$ cat config.mk
export PLATFORM = sky130hd
export DESIGN_NAME = audio_serial_port
export DESIGN_NICKNAME = d
export VERILOG_FILES = /design/src/rtl/asp_pkg.sv /design/src/rtl/asp_sync.sv /design/src/rtl/asp_bitclk.sv /design/src/rtl/asp_frame_core.sv /design/src/rtl/audio_serial_port.sv
export SDC_FILE = /design/constraint.sdc
export NUM_CORES = 1
export LEC_CHECK = 0
export BUFFER_PORTS_ARGS = -buffer_cell sky130_fd_sc_hd__buf_4
export CORE_MARGIN = 2
export CORE_UTILIZATION = 50
export CTS_CLUSTER_DIAMETER = 30
export DETAILED_ROUTE_END_ITERATION = 10
export PLACE_DENSITY = 0.7
export SYNTH_ARGS = -nofsm -noshare
export SYNTH_HDL_FRONTEND = slang
export SYNTH_SLANG_ARGS = --single-unit
$ cat constraint.sdc
create_clock -name clk -period 8.8 [get_ports clk]
set_clock_uncertainty 0.05 [all_clocks]
set_input_delay 1.32 -clock clk [delete_from_list [all_inputs] [get_ports clk]]
set_output_delay 1.32 -clock clk [all_outputs]
set_load 0.1 [all_outputs]
$ cat src/rtl/asp_pkg.sv
// Shared constants, types and the slot-position decoder of the audio serial port.
// Assumes the sample width never exceeds half the frame length.
package asp_pkg;
    localparam int MAX_W = 32;   // widest sample
    localparam int POS_W = 7;    // counts up to a 64-bit frame

    typedef enum logic [2:0] {
        FMT_I2S  = 3'd0,
        FMT_LJ   = 3'd1,
        FMT_RJ   = 3'd2,
        FMT_DSPL = 3'd3,
        FMT_DSPE = 3'd4
    } fmt_e;

    typedef struct packed {
        logic             valid;   // slot carries a sample bit
        logic             ch;      // 0 left, 1 right
        logic [POS_W-2:0] idx;     // bit number counted from the MSB
    } slot_pos_t;

    // Map a width code to a bit count.
    function automatic logic [POS_W-1:0] width_of(input logic [1:0] code);
        case (code)
            2'd0:    return POS_W'(16);
            2'd1:    return POS_W'(20);
            2'd2:    return POS_W'(24);
            default: return POS_W'(32);
        endcase
    endfunction

    // Where a frame position lands in the sample stream for a format.
    function automatic slot_pos_t decode_pos(input fmt_e f, input logic [POS_W-1:0] c,
                                             input logic [POS_W-1:0] ratio,
                                             input logic [POS_W-1:0] w);
        logic [POS_W-1:0] cc, half, o, pad, rel;
        slot_pos_t p;
        half = ratio >> 1;
        cc   = c;
        if (f == FMT_I2S || f == FMT_DSPL)
            cc = (c == '0) ? ratio - POS_W'(1) : c - POS_W'(1);
        p = '0;
        case (f)
            FMT_DSPL, FMT_DSPE: begin
                p.ch    = (cc >= w);
                o       = p.ch ? cc - w : cc;
                p.valid = (cc < (w << 1));
                p.idx   = o[POS_W-2:0];
            end
            FMT_RJ: begin
                p.ch    = (cc >= half);
                o       = p.ch ? cc - half : cc;
                pad     = half - w;
                rel     = o - pad;
                p.valid = (o >= pad);
                p.idx   = rel[POS_W-2:0];
            end
            default: begin
                p.ch    = (cc >= half);
                o       = p.ch ? cc - half : cc;
                p.valid = (o < w);
                p.idx   = o[POS_W-2:0];
            end
        endcase
        return p;
    endfunction
endpackage

$ cat src/rtl/asp_sync.sv
// Multi-stage synchronizer for asynchronous pins.
// Assumes STAGES >= 2; each bit is synchronized independently.
module asp_sync #(
    parameter int WIDTH  = 3,
    parameter int STAGES = 2
) (
    input  logic             clk,
    input  logic             rst_n,
    input  logic [WIDTH-1:0] d,
    output logic [WIDTH-1:0] q
);
    logic [STAGES-1:0][WIDTH-1:0] stg;

    // Shift the pin values through the flop chain.
    always_ff @(posedge clk) begin
        if (!rst_n) stg <= '0;
        else        stg <= {stg[STAGES-2:0], d};
    end

    assign q = stg[STAGES-1];
endmodule

$ cat src/rtl/asp_bitclk.sv
// Bit-clock source: divides clk as master or edge-detects a synchronized
// external clock as slave. All levels are polarity-corrected.
// Master ticks fire one cycle before the level flips; slave ticks fire when
// the synchronized level has already flipped.
module asp_bitclk #(
    parameter int DIV_W = 4
) (
    input  logic       clk,
    input  logic       rst_n,
    input  logic       master,
    input  logic [2:0] div,
    input  logic       ext_lvl,
    output logic       lvl,
    output logic       fall_tick,
    output logic       rise_tick
);
    logic [DIV_W-1:0] dcnt;
    logic [DIV_W-1:0] term;
    logic             lvl_m;
    logic             ext_prev;
    logic             tick_m;

    assign term   = DIV_W'((32'd1 << div) - 32'd1);
    assign tick_m = master && (dcnt == term);

    // Half-period counter and generated level.
    always_ff @(posedge clk) begin
        if (!rst_n) begin
            dcnt  <= '0;
            lvl_m <= 1'b0;
        end else if (master) begin
            if (tick_m) begin
                dcnt  <= '0;
                lvl_m <= ~lvl_m;
            end else begin
                dcnt <= dcnt + DIV_W'(1);
            end
        end
    end

    // Previous synchronized external level for edge detection.
    always_ff @(posedge clk) begin
        if (!rst_n) ext_prev <= 1'b0;
        else        ext_prev <= ext_lvl;
    end

    assign lvl       = master ? lvl_m : ext_lvl;
    assign fall_tick = master ? (tick_m & lvl_m)  : (~ext_lvl & ext_prev);
    assign rise_tick = master ? (tick_m & ~lvl_m) : (ext_lvl & ~ext_prev);
endmodule

$ cat src/rtl/asp_frame_core.sv
// Frame counter, transmit serializer and receive deserializer.
// Drives on fall ticks, samples on rise ticks; as frame slave the counter is
// realigned to the external frame start.
module asp_frame_core
    import asp_pkg::*;
#(
    parameter int W = MAX_W
) (
    input  logic         clk,
    input  logic         rst_n,
    input  fmt_e         fmt,
    input  logic [1:0]   width_code,
    input  logic         ratio64,
    input  logic         frame_master,
    input  logic         fall_tick,
    input  logic         rise_tick,
    input  logic         frame_ext,
    input  logic         sdin,
    input  logic [W-1:0] tx_left,
    input  logic [W-1:0] tx_right,
    output logic         frame_lvl,
    output logic         sdout,
    output logic [W-1:0] rx_left,
    output logic [W-1:0] rx_right,
    output logic         rx_valid
);
    localparam int SEL_W = $clog2(W);

    logic [POS_W-1:0] ratio, half, w, cnt, cnt_next, cnt_rx;
    logic [POS_W-1:0] sel_tx;
    logic             dsp, start_evt, fprev, load, tx_bit;
    logic [W-1:0]     sh_l, sh_r, cur_l, cur_r, word, rx_sh_l, rx_sh_r, rx_cur;
    slot_pos_t        pos_tx, pos_rx;

    assign ratio     = ratio64 ? POS_W'(64) : POS_W'(32);
    assign half      = ratio >> 1;
    assign w         = width_of(width_code);
    assign dsp       = (fmt == FMT_DSPL) || (fmt == FMT_DSPE);
    assign cnt_next  = (cnt >= ratio - POS_W'(1)) ? '0 : cnt + POS_W'(1);
    assign start_evt = !frame_master && (dsp ? (frame_ext & ~fprev) : (~frame_ext & fprev));
    assign cnt_rx    = start_evt ? '0 : cnt;
    assign pos_tx    = decode_pos(fmt, cnt_next, ratio, w);
    assign pos_rx    = decode_pos(fmt, cnt_rx, ratio, w);
    assign load      = pos_tx.valid && !pos_tx.ch && (pos_tx.idx == '0);
    assign cur_l     = load ? tx_left  : sh_l;
    assign cur_r     = load ? tx_right : sh_r;
    assign word      = pos_tx.ch ? cur_r : cur_l;
    assign sel_tx    = w - POS_W'(1) - {1'b0, pos_tx.idx};
    assign tx_bit    = pos_tx.valid & word[sel_tx[SEL_W-1:0]];
    assign rx_cur    = pos_rx.ch ? rx_sh_r : rx_sh_l;

    // Transmit side: advance the frame position and drive the next bit.
    always_ff @(posedge clk) begin
        if (!rst_n) begin
            cnt       <= '1;
            sdout     <= 1'b0;
            frame_lvl <= 1'b0;
            sh_l      <= '0;
            sh_r      <= '0;
        end else if (fall_tick) begin
            cnt   <= cnt_next;
            sdout <= tx_bit;
            if (load) begin
                sh_l <= tx_left;
                sh_r <= tx_right;
            end
            if (frame_master)
                frame_lvl <= dsp ? (cnt_next == '0) : (cnt_next >= half);
        end else if (rise_tick && start_evt) begin
            cnt <= '0;
        end
    end

    // Receive side: track the frame level and shift in sample bits.
    always_ff @(posedge clk) begin
        if (!rst_n) begin
            fprev    <= 1'b0;
            rx_sh_l  <= '0;
            rx_sh_r  <= '0;
            rx_left  <= '0;
            rx_right <= '0;
            rx_valid <= 1'b0;
        end else begin
            rx_valid <= 1'b0;
            if (rise_tick) begin
                fprev <= frame_ext;
                if (pos_rx.valid) begin
                    if (pos_rx.ch) rx_sh_r <= (pos_rx.idx == '0) ? W'(sdin) : {rx_cur[W-2:0], sdin};
                    else           rx_sh_l <= (pos_rx.idx == '0) ? W'(sdin) : {rx_cur[W-2:0], sdin};
                    if (pos_rx.ch && ({1'b0, pos_rx.idx} == w - POS_W'(1))) begin
                        rx_left  <= rx_sh_l;
                        rx_right <= {rx_sh_r[W-2:0], sdin};
                        rx_valid <= 1'b1;
                    end
                end
            end
        end
    end
endmodule

$ cat src/rtl/audio_serial_port.sv
// Stereo audio serial port top: selects clock roles, applies polarity and
// ties the synchronizer, bit-clock source and frame core together.
// Assumes configuration only changes while rst_n is low.
module audio_serial_port
    import asp_pkg::*;
#(
    parameter int W           = MAX_W,
    parameter int SYNC_STAGES = 2,
    parameter int DIV_W       = 4
) (
    input  logic         clk,
    input  logic         rst_n,
    input  logic [2:0]   cfg_fmt,
    input  logic [1:0]   cfg_width,
    input  logic         cfg_ratio64,
    input  logic [2:0]   cfg_div,
    input  logic         cfg_bclk_inv,
    input  logic         cfg_frame_inv,
    input  logic         cfg_bclk_master,
    input  logic         cfg_frame_master,
    input  logic [W-1:0] tx_left,
    input  logic [W-1:0] tx_right,
    output logic [W-1:0] rx_left,
    output logic [W-1:0] rx_right,
    output logic         rx_valid,
    input  logic         bclk_in,
    input  logic         frame_in,
    output logic         bclk_out,
    output logic         bclk_oe,
    output logic         frame_out,
    output logic         frame_oe,
    output logic         sdata_out,
    input  logic         sdata_in
);
    logic [2:0] pins_q;
    logic       bclk_lvl, fall_tick, rise_tick, frame_lvl, sdin_sel;

    asp_sync #(.WIDTH(3), .STAGES(SYNC_STAGES)) u_sync (
        .clk(clk), .rst_n(rst_n),
        .d({sdata_in, frame_in, bclk_in}),
        .q(pins_q)
    );

    asp_bitclk #(.DIV_W(DIV_W)) u_bclk (
        .clk(clk), .rst_n(rst_n),
        .master(cfg_bclk_master),
        .div(cfg_div),
        .ext_lvl(pins_q[0] ^ cfg_bclk_inv),
        .lvl(bclk_lvl),
        .fall_tick(fall_tick),
        .rise_tick(rise_tick)
    );

    // Own bit clock: data is already aligned, sample the pin directly.
    assign sdin_sel = cfg_bclk_master ? sdata_in : pins_q[2];

    asp_frame_core #(.W(W)) u_core (
        .clk(clk), .rst_n(rst_n),
        .fmt(fmt_e'(cfg_fmt)),
        .width_code(cfg_width),
        .ratio64(cfg_ratio64),
        .frame_master(cfg_frame_master),
        .fall_tick(fall_tick),
        .rise_tick(rise_tick),
        .frame_ext(pins_q[1] ^ cfg_frame_inv),
        .sdin(sdin_sel),
        .tx_left(tx_left),
        .tx_right(tx_right),
        .frame_lvl(frame_lvl),
        .sdout(sdata_out),
        .rx_left(rx_left),
        .rx_right(rx_right),
        .rx_valid(rx_valid)
    );

    assign bclk_out  = bclk_lvl ^ cfg_bclk_inv;
    assign frame_out = frame_lvl ^ cfg_frame_inv;
    assign bclk_oe   = cfg_bclk_master;
    assign frame_oe  = cfg_frame_master;
endmodule

Word level (Yosys, flattened, before mapping)
Cells that the tools add are included.
{"block": "word_totals", "regBits": 214, "latchBits": 0, "ram_bits": 0, "mem_bits_ro": 0, "inputBits": 82, "out_inout_bits": 70, "word_cells": 124, "n_memories": 0}
{"block": "op_classes", "add_sub_neg": 15, "multipliers": 0, "div_mod_pow": 0, "magnitude_cmp": 13, "n_eq_ne": 7, "shifts": 1, "muxes": 31, "n_bitwise": 17, "n_reduce_logical": 24}
{"cell": "2-to-1 mux 32 bit", "n": 4}
{"cell": "2-to-1 mux 7 bit", "n": 11}
{"cell": ">= comparator 7 x 6 -> 1 bit", "n": 5}
{"cell": "case mux 8 bit (2 select lines)", "n": 2}
{"cell": "2-to-1 mux 31 bit", "n": 1}
{"cell": "subtractor 6 bit", "n": 4}
{"cell": ">= comparator 7 bit", "n": 3}
{"cell": "subtractor 7 x 1 -> 7 bit, second input constant", "n": 3}
{"cell": "case mux 6 bit (3 select lines)", "n": 1}
{"cell": "logical NOT 7 bit", "n": 2}
{"cell": "< comparator 7 x 6 -> 1 bit", "n": 2}
{"cell": "< comparator 7 bit", "n": 2}
{"cell": "subtractor 7 x 6 -> 7 bit", "n": 2}
{"cell": "logical NOT 6 bit", "n": 2}
{"cell": "2-to-1 mux 6 bit", "n": 2}
{"cell": "AND reduction 3 bit", "n": 4}
{"cell": "2-to-1 mux 1 bit", "n": 8}
{"cell": "adder 7 x 1 -> 7 bit, second input constant", "n": 1}
{"cell": "AND 1 bit", "n": 7}
{"cell": "== test 6 x 7 -> 1 bit", "n": 1}
{"cell": "subtractor 6 x 1 -> 7 bit, second input constant", "n": 1}
{"cell": "subtractor 6 x 6 -> 7 bit", "n": 1}
{"cell": "== test 3 x 2 -> 1 bit, second input constant", "n": 2}
{"cell": "logical AND 1 bit", "n": 6}
{"cell": "20 further kinds", "n": 31}

Longest topological paths before layout
Gate-level depths: netlist of the first run.
{"block": "logic_depth", "ltp_word": 19, "depth_mapped": 31, "ltp_nobuf": 29}

Cells and area by module
A second synthesis of the first run with hierarchy kept.
{"block": "hier_totals", "cells_unflattened": 1480, "area_unflattened_um2": 11977.7}
{"mod": "asp_frame_core", "instances": 1, "cells_each": 1414, "area_per_inst_um2": 11340.9}
{"mod": "asp_bitclk", "instances": 1, "cells_each": 44, "area_per_inst_um2": 391.6}
{"mod": "asp_sync", "instances": 1, "cells_each": 15, "area_per_inst_um2": 180.2}
{"mod": "audio_serial_port", "instances": 1, "cells_each": 7, "area_per_inst_um2": 65.1}

Worst setup path after synthesis of the first run
Ideal clock, no wire load.
{"block": "synth_path", "kind": "input -> register", "start": "input cfg_ratio64", "end": "register u_core.sdout", "setup_time_ps": 87, "arrival_time_ps": 6950, "required_ps": 8663, "path_slack_ps": 1713, "path_stages": 29, "path_cell_list": "inv_1 ha_1 and4_1 a211oi_1 inv_1 ha_1 a31o_2 o22ai_1 or2_0 clkbuf_1 inv_1 ha_1 nand2_1 nor3_1 nand3_1 nand3_1 inv_2 ha_1 xor2_1 o21ai_0 and3_1 and4_1 o221ai_2 a211oi_4 nand3_4 mux2_2 a211oi_1 a311oi_1 o31ai_1"}
{"block": "synth_via", "elab_chain_len": 18, "word_cells_on_any_way": 31, "classes_between": "7 x add/sub; 6 x order compare; 12 x mux; 1 x bitwise; 5 x reduce/logical"}
{"element": "start: declaration", "line": "audio_serial_port.sv:15", "text": "input logic cfg_ratio64,"}
{"element": "2-to-1 mux 7 bit *", "line": "asp_frame_core.sv:35", "text": "assign ratio = ratio64 ? POS_W'(64) : POS_W'(32);"}
{"element": "subtractor 7 x 1 -> 7 bit", "line": "asp_pkg.sv:40, asp_frame_core.sv:39"}
{"element": ">= comparator 7 bit", "line": "asp_frame_core.sv:39", "text": "assign cnt_next = (cnt >= ratio - POS_W'(1)) ? '0 : cnt + POS_W'(1);"}
{"element": "2-to-1 mux 7 bit", "line": "asp_frame_core.sv:39"}
{"element": "subtractor 7 x 1 -> 7 bit or logical NOT 7 bit (tied branches)", "line": "asp_pkg.sv:40", "text": "cc = (c == '0) ? ratio - POS_W'(1) : c - POS_W'(1);"}
{"element": "2-to-1 mux 7 bit", "line": "asp_pkg.sv:40"}
{"element": "2-to-1 mux 7 bit", "line": "asp_pkg.sv:39", "text": "if (f == FMT_I2S || f == FMT_DSPL)"}
{"element": "subtractor 7 x 6 -> 7 bit or >= comparator 7 x 6 -> 1 bit (tied branches)"}
{"element": "2-to-1 mux 7 bit", "line": "asp_pkg.sv:51, asp_pkg.sv:59"}
{"element": "subtractor 6 bit (tied with other cells)", "line": "asp_pkg.sv:53", "text": "rel = o - pad;"}
{"element": "case mux 8 bit (2 select lines) *", "line": "asp_pkg.sv:42", "text": "case (f)"}
{"element": "branches (longest 6 deep; another with subtractor 5 bit)"}
{"element": "AND 1 bit *", "line": "asp_frame_core.sv:49", "text": "assign tx_bit = pos_tx.valid & word[sel_tx[SEL_W-1:0]];"}
{"element": "end signal: assignment", "line": "asp_frame_core.sv:62", "text": "sdout <= tx_bit;"}
{"element": "end: declaration", "line": "asp_frame_core.sv:22", "text": "output logic sdout,"}
Mark *: on every way between the ends. The select of a mux whose other input is x is not followed.
A chain may end at the register's enable or synchronous reset.

Worst setup path in the final report of the first run
Same ends and word-level chain as after synthesis.

==> summary.txt, run 1 <==
Worst hold path
  – Hold Path Depth: 1
  – HP Start: u_sync.stg[2]
  – Hold crit path type: reg2reg
  – Hold-critical path endpoint: u_sync.q[2]

Setup path
  – Worst path max stage delay: 560 ps
  – Worst path depth: 30
  – Top delay family on crit path: simple AND/OR/NAND/NOR gates
  – R2R Setup Slk: 1200 ps
  – Kind of critical path: in2reg
  – Register-to-Register Path Depth: 28
  – Critical Path Most Common Cell: ha_1
  – Startpoint Class: primary input
  – Worst path slowest cell: a2111oi_0
  – Required time worst endpoint: 9190 ps
  – RR Startpoint: u_core.cnt[1]
  – CP bufs+invs: 5
  – Reg-to-reg critical path endpoint: u_core.sdout
  – CP Max Fanout: 9
  – CP arrival: 8380 ps
  – Worst Setup End Kind: flip-flop

Clock network
  – H-tree levels: 2
  – CTS clk-pin slew, worst paths: 50 ps
  – Later-pin clock latency in the skew report: 550 ps
  – CTS max path bufs: 3
  – Hold_buf cts: 0
  – TritonCTS buffer count: 45
  – Sinks on Clock Net: 214
  – Clock Root Buffer: clkbuf_16
  – PostCTS Resize Cnt: 0
  – Setup Buffers After CTS: 0
  – CTS tree: yes

STA
  – Fin crit share: 90.9%
  – Final slew viol count: 0
  – Tmin final: 8000 ps
  – FMAX: 125 MHz
  – Slew @ Worst Pin: 1050 ps
  – RSZ-0062 raised after global routing: no
  – Final Hold Fails: 0
  – Final setup fails: 0
  – Slew headroom: 30.1%
  – Final setup TNS: 0 ps

Placement
  – Placer Congestion: 0.931
  – Input/output buffers: 151
  – Hpwl dp: 22.6 mm
  – Placed cell count: 1868

Synthesis
  – Mapped Area: 0.0126 mm²
  – Main synth FF type: dfxtp_1
  – #FFs+latches synth: 214
  – YS warnings: 0
  – Unique masters post-synth: 87
  – Syn nets: 1611
  – Syn Area/Cell: 8.50 µm²
  – Async SR Flop Fraction: 0%
  – Share of the synthesized area in the top cell type: 34.1%
  – Ranking of synthesized cells by area: dfxtp_1 (34%), mux2i_1 (11%), nand2_1 (8.1%), ha_1 (4.6%), and2_1 (4.0%)
  – Yosys top cell by area: dfxtp_1
  – Post-synthesis cell count: 1476
  – Post-synth EDFFs: 0
  – Register area share after synthesis: 34.1%

Power
  – VDD IR max: 185 µV
  – Clock power share: 53.1%
  – Logic gate share of total power: 16.4%
  – Reg power frac: 30.5%
  – Switching Power: 901 µW
  – Internal power: 2340 µW
  – Pleak: 0.00616 µW
  – Sw Share: 27.8%
  – Power density cells: 210 mW/mm²

Floorplan
  – DIE HEIGHT: 162 µm
  – Die Area: 0.0264 mm²
  – Core Area: 0.0245 mm²
  – Starting Density: 51.3%
  – Ports: 152
  – Row count: 57
  – Die W: 162 µm

Final layout
  – Fin cells: 1951
  – Final Net Count: 1726
  – Ant diodes: 0
  – Layout cell share with drive strength beyond 1: 18.1%
  – P&R area growth vs syn: 22.6%

GRT
  – First-pass GRT wire length: 53.7 mm
  – Number of global-route vias before repair: 10500
  – Initial antenna violation count: 0
  – Largest net degree at the start of global routing: 126
  – Overflow after GRT: 0
  – GR Util All Layers: 24.7%

Job
  – Maxcap violations: 0

Drt
  – Avg WL per Cell: 17.0 µm
  – Routed WL: 33.1 mm
  – Drt initial violations: 810
  – First-pass DRT Iterations: 5
  – Vias per cell: 5.61
  – Remaining antenna violation count: 0
  – Total number of vias: 10900
  – DRC: 0

Outcome
  – Status: finished, final reports clean
-- metrics by stage --
step | setup slack, ps | power (µW) | hold WS (ps) | cell area (µm²) | utilization, %
2_1_floorplan | 1710 | 1390 | 362 | 12600 | -
3_3_place_gp | 748 | 1530 | 365 | 13800 | 56.4
3_5_place_dp | 389 | 1530 | 377 | 13800 | 56.4
4_1_cts | 940 | 3260 | 388 | 15400 | 62.9
5_1_grt | 196 | 3370 | 393 | 15400 | 62.9
6_report | 803 | 3240 | 385 | 15400 | 62.9
-- final cells by class --
cell class,instances,area [µm²]
inverters,35,131
flip-flops and latches,214,4280
fillers,2144,9080
multi-input cells,1125,7690
repair buffers,170,1290
clock inverters,29,365
well taps,324,405
clock buffers,54,1220
-- how the worst max path moves through the flow --
| stage | end | slack, ps | from |
|---|---|---|---|
| final | u_core.sdout | 800 | cfg_ratio64 |
| after global routing | u_core.sdout | 200 | cfg_ratio64 |
| after CTS | u_core.sdout | 940 | cfg_ratio64 |
| after detailed placement | u_core.sdout | 390 | cfg_ratio64 |
| after global placement | u_core.sdout | 750 | cfg_ratio64 |
| after floorplan | u_core.sdout | 1710 | cfg_ratio64 |
-- logic make-up after synthesis --
family	Yosys count	share of synthesized area [%]
xor+xnor	30	2.09
compound gates	338	19.8
simple gates	561	21.9
fa+ha+maj	53	5.70
flops	214	34.1
mux	143	11.5
buf+inv	137	4.81
-- routing by layer --
metal  vias up  GRT usage, %  wire [µm]
met4         0          8.69        923
met2       263          39.3      15200
met5         -             0          0
li1       5420             -          -
met3        67          4.94       1900
met1      5192          33.4      15100
-- synthesized netlist by cell type (all sizes together), types with 9 or more instances --
cell	instances
a211oi	12
a21boi	74
a21o	16
a21oi	37
a31oi	12
and2	81
buf	22
clkbuf	80
dfxtp	214
ha	46
inv	35
mux2	9
mux2i	134
nand2	272
nand3	28
nand4	11
nor2	42
nor2b	67
nor3	10
o211ai	13
o21ai	44
o31ai	67
or2	9
xnor2	18
xor2	12
-- cell usage in the layout, fill, tap and decap left out, types with 5 or more instances in the layout --
master,count
xor2_1,12
clkbuf_16,45
nor2_1,41
fa_1,7
a31oi_1,11
o31ai_1,67
and2_1,81
a21boi_1,7
nand3_1,26
inv_1,33
ha_1,46
xnor2_1,18
a21oi_1,36
a31o_2,6
and3_1,7
clkinv_2,12
a211oi_1,10
a21o_1,16
nor2b_1,67
mux2_2,8
nand2_1,272
mux2i_1,134
nor3_1,9
a211o_1,7
clkbuf_8,6
o21ai_1,5
o211ai_1,12
bufinv_16,5
or2_2,5
a21boi_0,67
nand4_1,11
o21ai_0,38
buf_4,169
or3_1,6
dfxtp_1,214
-- sequential cells by signal (all words and copies together), names as in the netlist, 4 cells and up --
name,count
u_core.rx_left,32
u_core.rx_right,32
u_core.rx_sh_l,32
u_core.sh_l,32
u_core.sh_r,32
u_core.rx_sh_r,31
u_core.cnt,7
u_bclk.dcnt,4
-- power by group through the flow --
stage | Sequential, µW | Combinational, µW | Clock (µW)
floorplan | 1000 | 385 | 0
global placement | 1010 | 521 | 0
detailed placement | 1010 | 520 | 0
CTS | 987 | 525 | 1750
global route | 987 | 579 | 1800
finish | 988 | 531 | 1720
Power figures use the tool's default switching activity.
==> run 2, diff against run 1 <==
- CORE_UTILIZATION: 50 -> 55
- PLACE_DENSITY: 0.7 -> 0.76
- clock period: 8.8 -> 9.7 ns (I/O delays scaled with it)
==> run 2 against run 1 <==
  * Clock power shrank 10%
  * Flip-flop and latch count is the same
  * Clock-buffer cell count grew 3
  * Register-to-register slack gained 940 ps
  * Total power shrank 9.9%
  * Critical path depth is the same
  * Core utilization grew 5.1 points
  * Sequential power shrank 9.3%
  * Die area shrank 8.9%
  * Global-route usage grew 2.1 points
  * Wire length shrank 0.73%
  * Combinational power shrank 9.2%
==> summary.txt, run 2 (synthesis gave the netlist of run 1 again) <==
Floorplan
  – Core Area: 0.0225 mm² (-8.0%)
  – DIE HEIGHT: 155 µm (-4.5%)
  – Starting Density: 55.8% (+4.5 points)
  – Die W: 155 µm (-4.5%)
  – Ports: 152 (unchanged)
  – Die Area: 0.0240 mm² (-8.9%)
  – Row count: 55 (-3.5%)

Clock network
  – CTS clk-pin slew, worst paths: 50 ps (about the same)
  – Later-pin clock latency in the skew report: 550 ps (about the same)
  – CTS tree: yes
  – Hold_buf cts: 0 (unchanged)
  – H-tree levels: 2 (unchanged)
  – TritonCTS buffer count: 46 (+2.2%)
  – PostCTS Resize Cnt: 0 (unchanged)
  – Clock Root Buffer: clkbuf_16
  – Setup Buffers After CTS: 0 (unchanged)
  – Sinks on Clock Net: 214 (unchanged)
  – CTS max path bufs: 3 (unchanged)

Drt
  – Remaining antenna violation count: 0 (unchanged)
  – Routed WL: 32.9 mm (-0.73%)
  – DRC: 0 (unchanged)
  – First-pass DRT Iterations: 5 (unchanged)
  – Drt initial violations: 856 (+5.7%)
  – Total number of vias: 11000 (+0.83%)
  – Avg WL per Cell: 17.2 µm (+1.4%)
  – Vias per cell: 5.78 (+3.0%)

STA
  – Worst setup margin: 1610 ps (+809 ps)
  – Slew @ Worst Pin: 1060 ps (+15.8 ps)
  – Fin crit share: 83.4%
  – Final slew viol count: 0 (unchanged)
  – RSZ-0062 raised after global routing: no
  – Slew headroom: 29.1% (-1.1 points)
  – Final setup TNS: 0 ps (unchanged)
  – Final Hold Fails: 0 (unchanged)
  – FMAX: 124 MHz
  – Tmin final: 8090 ps
  – Final setup fails: 0 (unchanged)

Power
  – VDD IR max: 157 µV (-15%)
  – Pleak: 0.00614 µW (-0.41%)
  – Power density cells: 191 mW/mm² (-9.4%)
  – Final Power: 2920 µW (-9.9%)

Final layout
  – Final Net Count: 1726 (unchanged)
  – Fillers: 1796 (-16%)
  – Layout cell share with drive strength beyond 1: 18.0% (-0.16 points)
  – Most common cell after layout, fill and taps aside: nand2_1
  – Ant diodes: 0 (unchanged)
  – Utilization after layout: 68.0% (+5.1 points)
  – Final non-filler cell area: 0.0153 mm² (-0.51%)
  – Most frequent cells in the layout: nand2_1 (272), dfxtp_1 (214), buf_4 (168)
  – P&R area growth vs syn: 21.9%

GRT
  – Initial antenna violation count: 0 (unchanged)
  – GR Util All Layers: 26.8% (+2.1 points)
  – Largest net degree at the start of global routing: 88 (-30%)
  – Overflow after GRT: 0 (unchanged)
  – Number of global-route vias before repair: 10500 (+0.24%)
  – First-pass GRT wire length: 53.5 mm (-0.31%)

Placement
  – DP Area: 0.0137 mm² (-0.41%)
  – Hpwl dp: 22.0 mm (-2.7%)
  – Input/output buffers: 151 (unchanged)
  – Placer Congestion: 0.925 (-0.61%)
  – Post-place setup slack: 1220 ps (+830 ps)

Setup path
  – Worst path slowest cell: nor2_4
  – CP arrival: 8490 ps (+110 ps)
  – Required time worst endpoint: 10100 ps (+910 ps)
  – Kind of critical path: in2reg
  – Startpoint Class: primary input
  – Worst Setup End Kind: flip-flop
  – CP Max Fanout: 36 (+27)
  – Worst path max stage delay: 590 ps (+30 ps)
  – Critical Path Most Common Cell: ha_1

Outcome
  – Status: finished, final reports clean

Worst hold path
  – Hold crit path type: reg2reg

Job
  – Maxcap violations: 0 (unchanged)
[run 2: cell types whose count changed in the layout (fill, tap and decap cells not counted)]
cell        change
clkbuf_8        +1
clkinv_2        -3
inv_16          -1
clkbuf_1        +1
bufinv_16       -1
buf_4           -1
clkinvlp_4      +2
clkinv_8        +2
clkinv_4        -2
clkbuf_16       +1
clkinv_16       -1
[run 2: stage by stage]
stage	hold WS (ps)	std cells
floorplan	362	1476
global placement	363	1828
detailed placement	370	1828
CTS	385	1910
global route	411	1910
finish	389	1910
[run 2: worst paths after layout]
check / slack [ps] / cells past startpoint / endpoint / startpoint
setup / recovery: 1610 / 30 / u_core.sh_l[4] / cfg_ratio64
hold / removal: 390 / 1 / u_sync.q[2] / u_sync.stg[2]
setup reg to reg: 2140 / 28 / u_core.sh_l[4] / u_core.cnt[1]
hold reg to reg: 390 / 1 / u_sync.q[2] / u_sync.stg[2]
[run 2: cell type report]
class                   instances  area (µm²)  area share, %
clock inverters                25         300           1.96
clock buffers                  57        1260           8.25
repair buffers                169        1280           8.37
inverters                      35         131          0.858
well taps                     285         357           2.33
multi-input cells            1125        7690           50.2
flip-flops and latches        214        4280           28.0
[run 2: report_power, final]
part	internal (µW)	leakage (µW)	switching, µW
Combinational	193	0.00365	288
Clock	1030	0.000757	510
Sequential	887	0.00173	8.84
[run 2: worst max-delay path: cells and delay by family]
family,cells,cell delay (ps)
compound gates,6,1330
xor+xnor,1,160
simple gates,13,3300
fa+ha+maj,4,1280
buf+inv,6,910
[run 2: routing by layer]
| metal | vias up | part of all wire (%) | global-route usage (%) |
|---|---|---|---|
| met5 | - | 0 | 0 |
| met4 | 0 | 1.6 | 6.57 |
| met3 | 47 | 6.9 | 6.46 |
| met2 | 342 | 48 | 44.4 |
| met1 | 5222 | 44 | 35.2 |
| li1 | 5422 | - | - |
